`config.mk`:
```
export PLATFORM = sky130hd
export DESIGN_NAME = spirs_top
export DESIGN_NICKNAME = d
export VERILOG_FILES = /design/src/rtl/spirs_pkg.sv /design/src/rtl/spirs_sync.sv /design/src/rtl/spirs_frame.sv /design/src/rtl/spirs_regs.sv /design/src/rtl/spirs_top.sv
export SDC_FILE = /design/constraint.sdc
export NUM_CORES = 1
export LEC_CHECK = 0
export BUFFER_PORTS_ARGS = -buffer_cell sky130_fd_sc_hd__clkbuf_2
export CORE_ASPECT_RATIO = 0.8
export CORE_MARGIN = 2
export CORE_UTILIZATION = 45
export DETAILED_ROUTE_END_ITERATION = 12
export PLACE_DENSITY = 0.69
export SLEW_MARGIN = 20
export SYNTH_ARGS = -nofsm -noshare
export SYNTH_HDL_FRONTEND = slang
export SYNTH_SLANG_ARGS = --single-unit
```
`constraint.sdc`:
```
create_clock -name clk -period 5.11 [get_ports clk]
set_input_delay 1.022 -clock clk [delete_from_list [all_inputs] [get_ports clk]]
set_output_delay 1.022 -clock clk [all_outputs]
set_load 0.02 [all_outputs]
```
`src/rtl/spirs_pkg.sv`:
```
package spirs_pkg;
    localparam int unsigned FRAME_W    = 16;
    localparam int unsigned BYTE_W     = 8;
    localparam int unsigned ADDR_W     = 7;
    localparam int unsigned RESP_W     = 14;
    localparam int unsigned MODE_LSB   = 6;
    localparam int unsigned ENA_LSB    = 4;
    localparam logic [1:0]  MODE_NORMAL = 2'b01;

    localparam logic [ADDR_W-1:0] ADDR_GLB   = 7'h00;
    localparam logic [ADDR_W-1:0] ADDR_POL   = 7'h05;
    localparam logic [ADDR_W-1:0] ADDR_ENA   = 7'h07;
    localparam logic [ADDR_W-1:0] ADDR_FREQ0 = 7'h08;
    localparam logic [ADDR_W-1:0] ADDR_DUTY0 = 7'h0C;
    localparam logic [ADDR_W-1:0] ADDR_WDT   = 7'h14;

    typedef enum logic [1:0] {
        FS_IDLE  = 2'd0,
        FS_SHIFT = 2'd1,
        FS_FULL  = 2'd2,
        FS_SPILL = 2'd3
    } frame_st_e;

    typedef struct packed {
        logic                 wr;
        logic [ADDR_W-1:0]    addr;
        logic                 rd;
        logic [BYTE_W-2:0]    low;
    } cmd_t;
endpackage

```
`src/rtl/spirs_sync.sv`:
```
module spirs_sync #(
    parameter int unsigned WIDTH  = 3,
    parameter int unsigned STAGES = 2,
    parameter logic [WIDTH-1:0] RST_VAL = '0
) (
    input  logic             clk,
    input  logic             rst_n,
    input  logic [WIDTH-1:0] d,
    output logic [WIDTH-1:0] q
);
    logic [WIDTH-1:0] chain [STAGES];

    generate
        for (genvar s = 0; s < STAGES; s++) begin : g_stage
            if (s == 0) begin : g_first
                always_ff @(posedge clk or negedge rst_n) begin
                    if (!rst_n) chain[s] <= RST_VAL;
                    else        chain[s] <= d;
                end
            end else begin : g_next
                always_ff @(posedge clk or negedge rst_n) begin
                    if (!rst_n) chain[s] <= RST_VAL;
                    else        chain[s] <= chain[s-1];
                end
            end
        end
    endgenerate

    assign q = chain[STAGES-1];
endmodule

```
`src/rtl/spirs_frame.sv`:
```
module spirs_frame
    import spirs_pkg::*;
#(
    parameter int unsigned FW = FRAME_W
) (
    input  logic                      clk,
    input  logic                      rst_n,
    input  logic                      sclk_s,
    input  logic                      cs_n_s,
    input  logic                      mosi_s,
    input  logic [FW-1:0]             resp,
    output logic                      miso,
    output logic                      commit,
    output logic [FW-1:0]             word,
    output frame_st_e                 st,
    output logic [$clog2(FW+1)-1:0]   bit_cnt,
    output logic                      sclk_fall,
    output logic                      cs_fall
);
    localparam int unsigned CW = $clog2(FW + 1);
    localparam logic [CW-1:0] LAST = CW'(FW - 1);

    frame_st_e nx;
    logic sclk_q, cs_q;
    logic sclk_rise, cs_rise;
    logic [FW-1:0] rx_sh, tx_sh;

    // edge detection on the synchronised lines
    always_ff @(posedge clk or negedge rst_n) begin
        if (!rst_n) begin
            sclk_q <= 1'b0;
            cs_q   <= 1'b1;
        end else begin
            sclk_q <= sclk_s;
            cs_q   <= cs_n_s;
        end
    end

    assign sclk_rise = sclk_s & ~sclk_q;
    assign sclk_fall = ~sclk_s & sclk_q;
    assign cs_rise   = cs_n_s & ~cs_q;
    assign cs_fall   = ~cs_n_s & cs_q;

    // state register
    always_ff @(posedge clk or negedge rst_n) begin
        if (!rst_n) st <= FS_IDLE;
        else        st <= nx;
    end

    // next state
    always_comb begin
        nx = st;
        unique case (st)
            FS_IDLE:  if (cs_fall) nx = FS_SHIFT;
            FS_SHIFT: begin
                if (cs_rise)                           nx = FS_IDLE;
                else if (sclk_rise && bit_cnt == LAST) nx = FS_FULL;
            end
            FS_FULL: begin
                if (cs_rise)        nx = FS_IDLE;
                else if (sclk_rise) nx = FS_SPILL;
            end
            FS_SPILL: if (cs_rise) nx = FS_IDLE;
        endcase
    end

    // shift datapath
    always_ff @(posedge clk or negedge rst_n) begin
        if (!rst_n) begin
            bit_cnt <= '0;
            rx_sh   <= '0;
            tx_sh   <= '0;
        end else begin
            if (st == FS_IDLE && cs_fall) begin
                bit_cnt <= '0;
                tx_sh   <= resp;
            end else if (st != FS_IDLE && !cs_rise) begin
                if (st == FS_SHIFT && sclk_rise) begin
                    bit_cnt <= bit_cnt + 1'b1;
                    rx_sh   <= {rx_sh[FW-2:0], mosi_s};
                end
                if (sclk_fall) tx_sh <= {tx_sh[FW-2:0], 1'b0};
            end
        end
    end

    // outputs
    always_ff @(posedge clk or negedge rst_n) begin
        if (!rst_n) begin
            commit <= 1'b0;
            word   <= '0;
        end else begin
            commit <= (st == FS_FULL) && cs_rise;
            if ((st == FS_FULL) && cs_rise) word <= rx_sh;
        end
    end

    assign miso = tx_sh[FW-1];
endmodule

```
`src/rtl/spirs_regs.sv`:
```
module spirs_regs
    import spirs_pkg::*;
#(
    parameter int unsigned N_CH = 4
) (
    input  logic                  clk,
    input  logic                  rst_n,
    input  logic                  commit,
    input  logic [FRAME_W-1:0]    word,
    output logic [FRAME_W-1:0]    resp,
    output logic [1:0]            glb_mode,
    output logic [N_CH-1:0]       ch_pol,
    output logic [N_CH-1:0]       ch_run,
    output logic [N_CH*BYTE_W-1:0] ch_freq,
    output logic [N_CH*BYTE_W-1:0] ch_duty,
    output logic [BYTE_W-1:0]     wdt_val
);
    localparam int unsigned PAD_W = FRAME_W - BYTE_W;

    cmd_t cmd;
    logic [BYTE_W-1:0] data;
    logic              we;
    logic [BYTE_W-1:0] rd_byte;

    logic [BYTE_W-1:0] glb_r, pol_r, ena_r, wdt_r;
    logic [BYTE_W-1:0] freq_r [N_CH];
    logic [BYTE_W-1:0] duty_r [N_CH];

    assign cmd  = cmd_t'(word);
    assign data = word[BYTE_W-1:0];
    assign we   = commit & cmd.wr;

    // scalar registers
    always_ff @(posedge clk or negedge rst_n) begin
        if (!rst_n) begin
            glb_r <= '0;
            pol_r <= '0;
            ena_r <= '0;
            wdt_r <= '0;
        end else if (we) begin
            if (cmd.addr == ADDR_GLB) glb_r <= data;
            if (cmd.addr == ADDR_POL) pol_r <= data;
            if (cmd.addr == ADDR_ENA) ena_r <= data;
            if (cmd.addr == ADDR_WDT) wdt_r <= data;
        end
    end

    // per-channel registers
    always_ff @(posedge clk or negedge rst_n) begin
        if (!rst_n) begin
            for (int i = 0; i < N_CH; i++) begin
                freq_r[i] <= '0;
                duty_r[i] <= '0;
            end
        end else if (we) begin
            for (int i = 0; i < N_CH; i++) begin
                if (cmd.addr == ADDR_FREQ0 + ADDR_W'(i)) freq_r[i] <= data;
                if (cmd.addr == ADDR_DUTY0 + ADDR_W'(i)) duty_r[i] <= data;
            end
        end
    end

    // read selection
    always_comb begin
        rd_byte = '0;
        if (cmd.addr == ADDR_GLB) rd_byte = glb_r;
        if (cmd.addr == ADDR_POL) rd_byte = pol_r;
        if (cmd.addr == ADDR_ENA) rd_byte = ena_r;
        if (cmd.addr == ADDR_WDT) rd_byte = wdt_r;
        for (int i = 0; i < N_CH; i++) begin
            if (cmd.addr == ADDR_FREQ0 + ADDR_W'(i)) rd_byte = freq_r[i];
            if (cmd.addr == ADDR_DUTY0 + ADDR_W'(i)) rd_byte = duty_r[i];
        end
    end

    // response for the next frame
    always_ff @(posedge clk or negedge rst_n) begin
        if (!rst_n)      resp <= '0;
        else if (commit) resp <= (!cmd.wr && cmd.rd) ? {{PAD_W{1'b0}}, rd_byte} : '0;
    end

    assign glb_mode = glb_r[MODE_LSB +: 2];
    assign ch_pol   = pol_r[N_CH-1:0];
    assign ch_run   = ena_r[ENA_LSB +: N_CH] & {N_CH{glb_mode == MODE_NORMAL}};
    assign wdt_val  = wdt_r;

    generate
        for (genvar g = 0; g < N_CH; g++) begin : g_out
            assign ch_freq[g*BYTE_W +: BYTE_W] = freq_r[g];
            assign ch_duty[g*BYTE_W +: BYTE_W] = duty_r[g];
        end
    endgenerate
endmodule

```
`src/rtl/spirs_top.sv`:
```
module spirs_top
    import spirs_pkg::*;
#(
    parameter int unsigned N_CH        = 4,
    parameter int unsigned SYNC_STAGES = 2
) (
    input  logic                    clk,
    input  logic                    rst_n,
    input  logic                    sclk,
    input  logic                    cs_n,
    input  logic                    mosi,
    output logic                    miso,
    output logic [1:0]              glb_mode,
    output logic [N_CH-1:0]         ch_pol,
    output logic [N_CH-1:0]         ch_run,
    output logic [N_CH*BYTE_W-1:0]  ch_freq,
    output logic [N_CH*BYTE_W-1:0]  ch_duty,
    output logic [BYTE_W-1:0]       wdt_val
);
    localparam int unsigned CW = $clog2(FRAME_W + 1);

    logic [2:0]         sync_q;
    logic               sclk_s, cs_n_s, mosi_s;
    logic               commit;
    logic [FRAME_W-1:0] word, resp;
    frame_st_e          fsm_st;
    logic [CW-1:0]      bit_cnt;
    logic               sclk_fall, cs_fall;

    spirs_sync #(
        .WIDTH  (3),
        .STAGES (SYNC_STAGES),
        .RST_VAL(3'b010)
    ) u_sync (
        .clk  (clk),
        .rst_n(rst_n),
        .d    ({sclk, cs_n, mosi}),
        .q    (sync_q)
    );

    assign {sclk_s, cs_n_s, mosi_s} = sync_q;

    spirs_frame #(.FW(FRAME_W)) u_frame (
        .clk      (clk),
        .rst_n    (rst_n),
        .sclk_s   (sclk_s),
        .cs_n_s   (cs_n_s),
        .mosi_s   (mosi_s),
        .resp     (resp),
        .miso     (miso),
        .commit   (commit),
        .word     (word),
        .st       (fsm_st),
        .bit_cnt  (bit_cnt),
        .sclk_fall(sclk_fall),
        .cs_fall  (cs_fall)
    );

    spirs_regs #(.N_CH(N_CH)) u_regs (
        .clk     (clk),
        .rst_n   (rst_n),
        .commit  (commit),
        .word    (word),
        .resp    (resp),
        .glb_mode(glb_mode),
        .ch_pol  (ch_pol),
        .ch_run  (ch_run),
        .ch_freq (ch_freq),
        .ch_duty (ch_duty),
        .wdt_val (wdt_val)
    );
endmodule

```
Word level (Yosys, flattened, before mapping)
Index checks and enable logic that the tools add are counted.
{"block": "totals", "reg_bits": 176, "word_cells": 111}
{"block": "op_classes", "n_addsub": 1, "n_bitwise": 11, "n_mux": 26, "n_eq_ne": 20, "reduce_logical": 30}
{"op": "$mux 8", "count": 13}
{"op": "$eq 7x4->1 const B", "count": 8}
{"op": "$mux 16", "count": 3}
{"op": "$reduce_and 2->1", "count": 14}
{"op": "$mux 5", "count": 3}
{"op": "$eq 7x3->1 const B", "count": 2}
{"op": "$mux 2", "count": 6}
{"op": "$pmux 2 s4", "count": 1}
{"op": "$reduce_bool 2->1", "count": 4}
{"op": "$eq 7x5->1 const B", "count": 1}
{"op": "$logic_not 7->1", "count": 1}
{"op": "$logic_and 1x1->1", "count": 6}
{"op": "$ne 3x1->1 const B", "count": 2}
{"op": "$add 5x1->5 const B", "count": 1}
{"op": "$and 1x1->1", "count": 5}
{"op": "$eq 5x4->1 const B", "count": 1}
{"op": "$not 1->1", "count": 5}
{"op": "$and 4x4->4", "count": 1}
{"op": "$eq 2x1->1 const B", "count": 2}
{"op": "$eq 2x2->1 const B", "count": 2}
{"op": "$ne 2x1->1 const B", "count": 2}
{"op": "$reduce_and 4->1", "count": 1}
{"op": "$reduce_and 3->1", "count": 1}
{"op": "$logic_not 1->1", "count": 2}
{"op": "$logic_not 2->1", "count": 1}

Depth between registers and ports, before layout
{"block": "logic_depth", "word_depth": 14, "depth_mapped": 8, "depth_no_buf": 6}

By module
A second synthesis with hierarchy kept.
{"block": "hier_totals", "cells_unflattened": 635, "area_unflattened_um2": 7988.9}
{"mod": "spirs_regs", "area_each_um2": 5285.1, "cells_per_inst": 456, "instances": 1}
{"mod": "spirs_frame", "area_each_um2": 2528.7, "cells_per_inst": 170, "instances": 1}
{"mod": "spirs_sync", "area_each_um2": 175.2, "cells_per_inst": 9, "instances": 1}

Worst setup path after synthesis
Ideal clock, no wire load.
{"block": "synth_timing", "kind": "register to register", "from": "reg u_frame.word[12]", "to": "reg u_regs.duty_r (netlist bit u_regs.ch_duty[1])", "path_stages_with_launch": 6, "setup_slack_ns": 3.075, "t_arrival_ns": 1.910, "path_buffers": 2, "path_cell_list": "dfrtp_1 or4b_1 buf_4 nor4_2 buf_2 mux2_2"}
{"block": "synth_via", "elab_chain_len": 2}
{"element": "start, declared", "line": "spirs_frame.sv:14", "text": "output logic [FW-1:0] word,"}
{"element": "start signal, assigned", "line": "spirs_frame.sv:94", "text": "if ((st == FS_FULL) && cs_rise) word <= rx_sh;"}
{"element": "$eq 7x4->1", "line": "spirs_regs.sv:58", "text": "if (cmd.addr == ADDR_DUTY0 + ADDR_W'(i)) duty_r[i] <= data;"}
{"element": "$reduce_and 2->1 (no line)"}
{"element": "end signal, assigned by index", "line": "spirs_regs.sv:58"}
{"element": "end, declared", "line": "spirs_regs.sv:27", "text": "logic [BYTE_W-1:0] duty_r [N_CH];"}
No other way between the ends.
A chain may end at the register's enable or synchronous reset.

Worst setup path after layout
{"block": "layout_timing", "from": "reg u_frame.word[8]", "to": "reg u_regs.wdt_r[3] (netlist: u_regs.wdt_val[3])"}
{"block": "layout_via", "elab_chain_len": 2}
{"element": "$eq 7x5->1", "line": "spirs_regs.sv:44", "text": "if (cmd.addr == ADDR_WDT) wdt_r <= data;"}
{"element": "$reduce_and 2->1 (no line)"}
{"element": "end signal, assigned", "line": "spirs_regs.sv:44"}
{"element": "end, declared", "line": "spirs_regs.sv:25", "text": "logic [BYTE_W-1:0] glb_r, pol_r, ena_r, wdt_r;"}
No other way between the ends.

==> results.yml <==
worst_setup_path:
  rr_startpoint: "u_frame.word[8]$_DFFE_PN0P_"
  r2r_slack_ns: 2.25
  crit_required_ns: 5.42
  rr_worst_depth: 5
  cp-start-kind: "flip-flop"
  worst_r2r_endpoint: "u_regs.wdt_val[3]$_DFFE_PN0P_"
  endpoint: "u_regs.wdt_val[3]$_DFFE_PN0P_"
  path_max_fanout: 23
  endpoint_kind: "flip-flop"
  startpoint: "u_frame.word[8]$_DFFE_PN0P_"
  arrival_ns: 3.17
  path_class: "flip-flop to flip-flop"
global_routing:
  grt_overflow: 0
  grt_pass1_wl_mm: 31.8
  antenna_found_initial: 0
  grt_pass1_vias: 5511
  grt_max_degree: 96
  grt_use_total: 0.235
clock_tree:
  cts.sinks: 168
  cts_hold_buf: 0
  clk_latency_ns: 0.43
  cts_buffer_depth: 2
  root_buffer: "clkbuf_16"
  numCtsBuffers: 17
  path_clk_slew_ns: 0.06
  cts_htree_levels: 4
  cts_tree: "yes"
  cts_setup_buffers: 0
  postCtsResizedCells: 0
logic_synthesis:
  synth-simple-area-share: 0.103
  syn_area_um2: 7760
  synth_compound_area_frac: 0.104
  yosys_warnings: 0
  yosysUniqueCellTypes: 66
  synth-seq-cells: 168
  syn-num-nets: 647
  synthXorXnorAreaFrac: 0
  synthFlopType: "dfrtp_1"
  synth-edff-count: 0
  synth_top_family_by_area: "multiplexers"
  yosysSeqAreaShare: 0.542
  avgSynthCellArea_um2: 12.1
  syn_inst: 640
  synthArstFlopShare: 1.00
  synth-adder-area-share: 0.00322
  synthMuxAreaShare: 0.211
power_and_ir_drop:
  ir_drop_mv: 0.281
  p_int_w: 0.00235
  pwr-share-comb: 0.027
  swShare: 0.202
  p_leak_nw: 4.28
  switchingPower_w: 0.000596
  power_frac_clock: 0.504
  p_seq_frac: 0.469
  powerDensity_nw_per_um2: 327
placement:
  placement.io_buffers: 87
  gp_congestion: 0.886
  placed_area_um2: 8310
  dp_hpwl_mm: 14.2
floorplanning:
  core-area_um2: 16700
  die-height_um: 121
  die-area_um2: 18300
  io_pins: 88
  die_x_um: 151
  rows: 42
  start_util: 0.464
timing:
  slew_headroom: 0.404
  period_share: 0.559
  clock_skew_ns: 0.00674
  max_freq_mhz: 350
  tightest_slew_ns: 0.886
  setup_tns_ns: 0
  hold_viol: 0
  final.min_clock_period_ns: 2.86
  rsz0062_at_grt: "no"
  setup_viol: 0
  slew_viol_final: 0
  hold_slack_ns: 0.353
detailed_routing:
  drc: 0
  vias: 5549
  firstDrtPassIters: 6
  routed_wirelength_mm: 20.3
  drt_iter0_drc: 536
  detail_route.wl_per_cell_um: 21.7
  routed_via_density: 5.93
  drt.antenna.violating_nets: 0
final_layout:
  postLayoutCellArea_um2: 9000
  final_cell_mix: "dfrtp_1, mux2_2, clkbuf_2"
  drive_gt1_frac: 0.395
  final_common_cell: "dfrtp_1"
  fin_util: 0.539
  nets: 711
  area_delta_synth_final_pct: 16.0
  diodes: 0
run:
  cap_violations: 0
min_path:
  min_path_type: "flip-flop to flip-flop"
status:
  status: "complete, no violations"
[per-layer routing]
layer / track usage / vias up / share of wire
met3: 0.0586 / 28 / 0.077
li1: - / 2451 / -
met5: 0 / - / 0
met2: 0.350 / 245 / 0.45
met4: 0.0590 / 0 / 0.014
met1: 0.344 / 2825 / 0.46
[synth_stat cells (2+ instances only)]
cell / instances / area share
nand2_1: 48 / 0.023
clkbuf_1: 23 / 0.011
dfrtp_1: 165 / 0.53
o22ai_1: 5 / 0.0040
or3_1: 3 / 0.0024
a221o_1: 6 / 0.0077
ha_1: 2 / 0.0032
o31ai_1: 3 / 0.0029
and3_1: 7 / 0.0056
nor4_4: 3 / 0.0082
inv_1: 11 / 0.0053
o211ai_1: 4 / 0.0039
a21o_1: 6 / 0.0058
dfstp_2: 3 / 0.010
nor3_1: 4 / 0.0026
nor4_1: 4 / 0.0032
nor2_2: 4 / 0.0032
a31oi_1: 2 / 0.0016
buf_1: 3 / 0.0015
a211oi_1: 2 / 0.0019
a32oi_1: 4 / 0.0045
nor2_1: 13 / 0.0063
nor2b_1: 6 / 0.0048
a22o_1: 7 / 0.0079
nand3_1: 7 / 0.0045
a221oi_1: 2 / 0.0023
a2bb2oi_1: 3 / 0.0034
mux2i_1: 16 / 0.021
mux2_2: 131 / 0.19
nand3b_1: 2 / 0.0019
or2_2: 3 / 0.0024
o21bai_1: 2 / 0.0019
or4b_2: 2 / 0.0026
a222oi_1: 2 / 0.0026
nor3b_1: 4 / 0.0039
o2bb2ai_1: 2 / 0.0023
a21oi_1: 24 / 0.015
nand2b_1: 6 / 0.0048
and2_1: 6 / 0.0048
o21ai_0: 43 / 0.028
buf_4: 7 / 0.0068
and3b_1: 2 / 0.0023
buf_2: 15 / 0.0097
[worst max-delay path: stages (launching register included)]
cell and delay (ns):
dfrtp_1 0.63, buf_4 0.33, nor4bb_1 0.42, and2_1 0.41, nand3_1 0.49, mux2_2 0.45
[through the flow]
stage	total power (W)	setup WS [ns]	instances
2_1_floorplan	0.00144	3.08	640
3_3_place_gp	0.00148	2.35	905
3_5_place_dp	0.00149	2.33	905
4_1_cts	0.00297	2.32	936
5_1_grt	0.00305	2.12	936
6_report	0.00295	2.25	936
[cells by family after synthesis]
logic type      count (synthesis)
simple gates                  137
mux                           147
fa+ha+maj                       2
compound gates                124
buf+inv                        62
flops                         168
[area by class of cell]
type	instances	area, um^2
Inverter	12	45.0
Tap cell	220	275
Timing Repair Buffer	95	502
Multi-Input combinational cell	410	3300
Clock buffer	17	425
Clock inverter	14	253
Sequential cell	168	4210
Fill cell	1393	7710
[worst min path at each step]
stage	startpoint	endpoint	slack, ns	depth (start not counted)
final	u_sync.chain[5]$_DFF_PN0_	u_sync.q[2]$_DFF_PN0_	0.35	0
after global placement	u_sync.chain[5]$_DFF_PN0_	u_sync.q[2]$_DFF_PN0_	0.34	0
after detailed placement	u_sync.chain[5]$_DFF_PN0_	u_sync.q[2]$_DFF_PN0_	0.34	0
after global routing	u_sync.chain[5]$_DFF_PN0_	u_sync.q[2]$_DFF_PN0_	0.37	0
after CTS	u_sync.chain[5]$_DFF_PN0_	u_sync.q[2]$_DFF_PN0_	0.36	0
after floorplan	u_sync.chain[3]$_DFF_PN0_	u_sync.q[0]$_DFF_PN0_	0.33	0
[flip-flops by register name, summed over array words and instances, names as in the netlist, 8 cells and up]
name,count
u_frame.tx_sh,16
u_regs.ch_freq,32
u_regs.ena_r,8
u_regs.ch_duty,32
u_regs.resp,8
u_regs.pol_r,8
u_frame.word,16
u_regs.wdt_val,8
u_regs.glb_r,8
u_frame.rx_sh,16
[power groups by stage]
stage | clock network (W) | logic [W] | registers (W)
finish | 0.00149 | 0.0000789 | 0.00138
floorplan | 0 | 0.0000437 | 0.00140
CTS | 0.00150 | 0.0000813 | 0.00138
global route | 0.00157 | 0.0000907 | 0.00139
detailed placement | 0 | 0.0000808 | 0.00141
global placement | 0 | 0.0000761 | 0.00140
(Power assumes the default switching activity.)
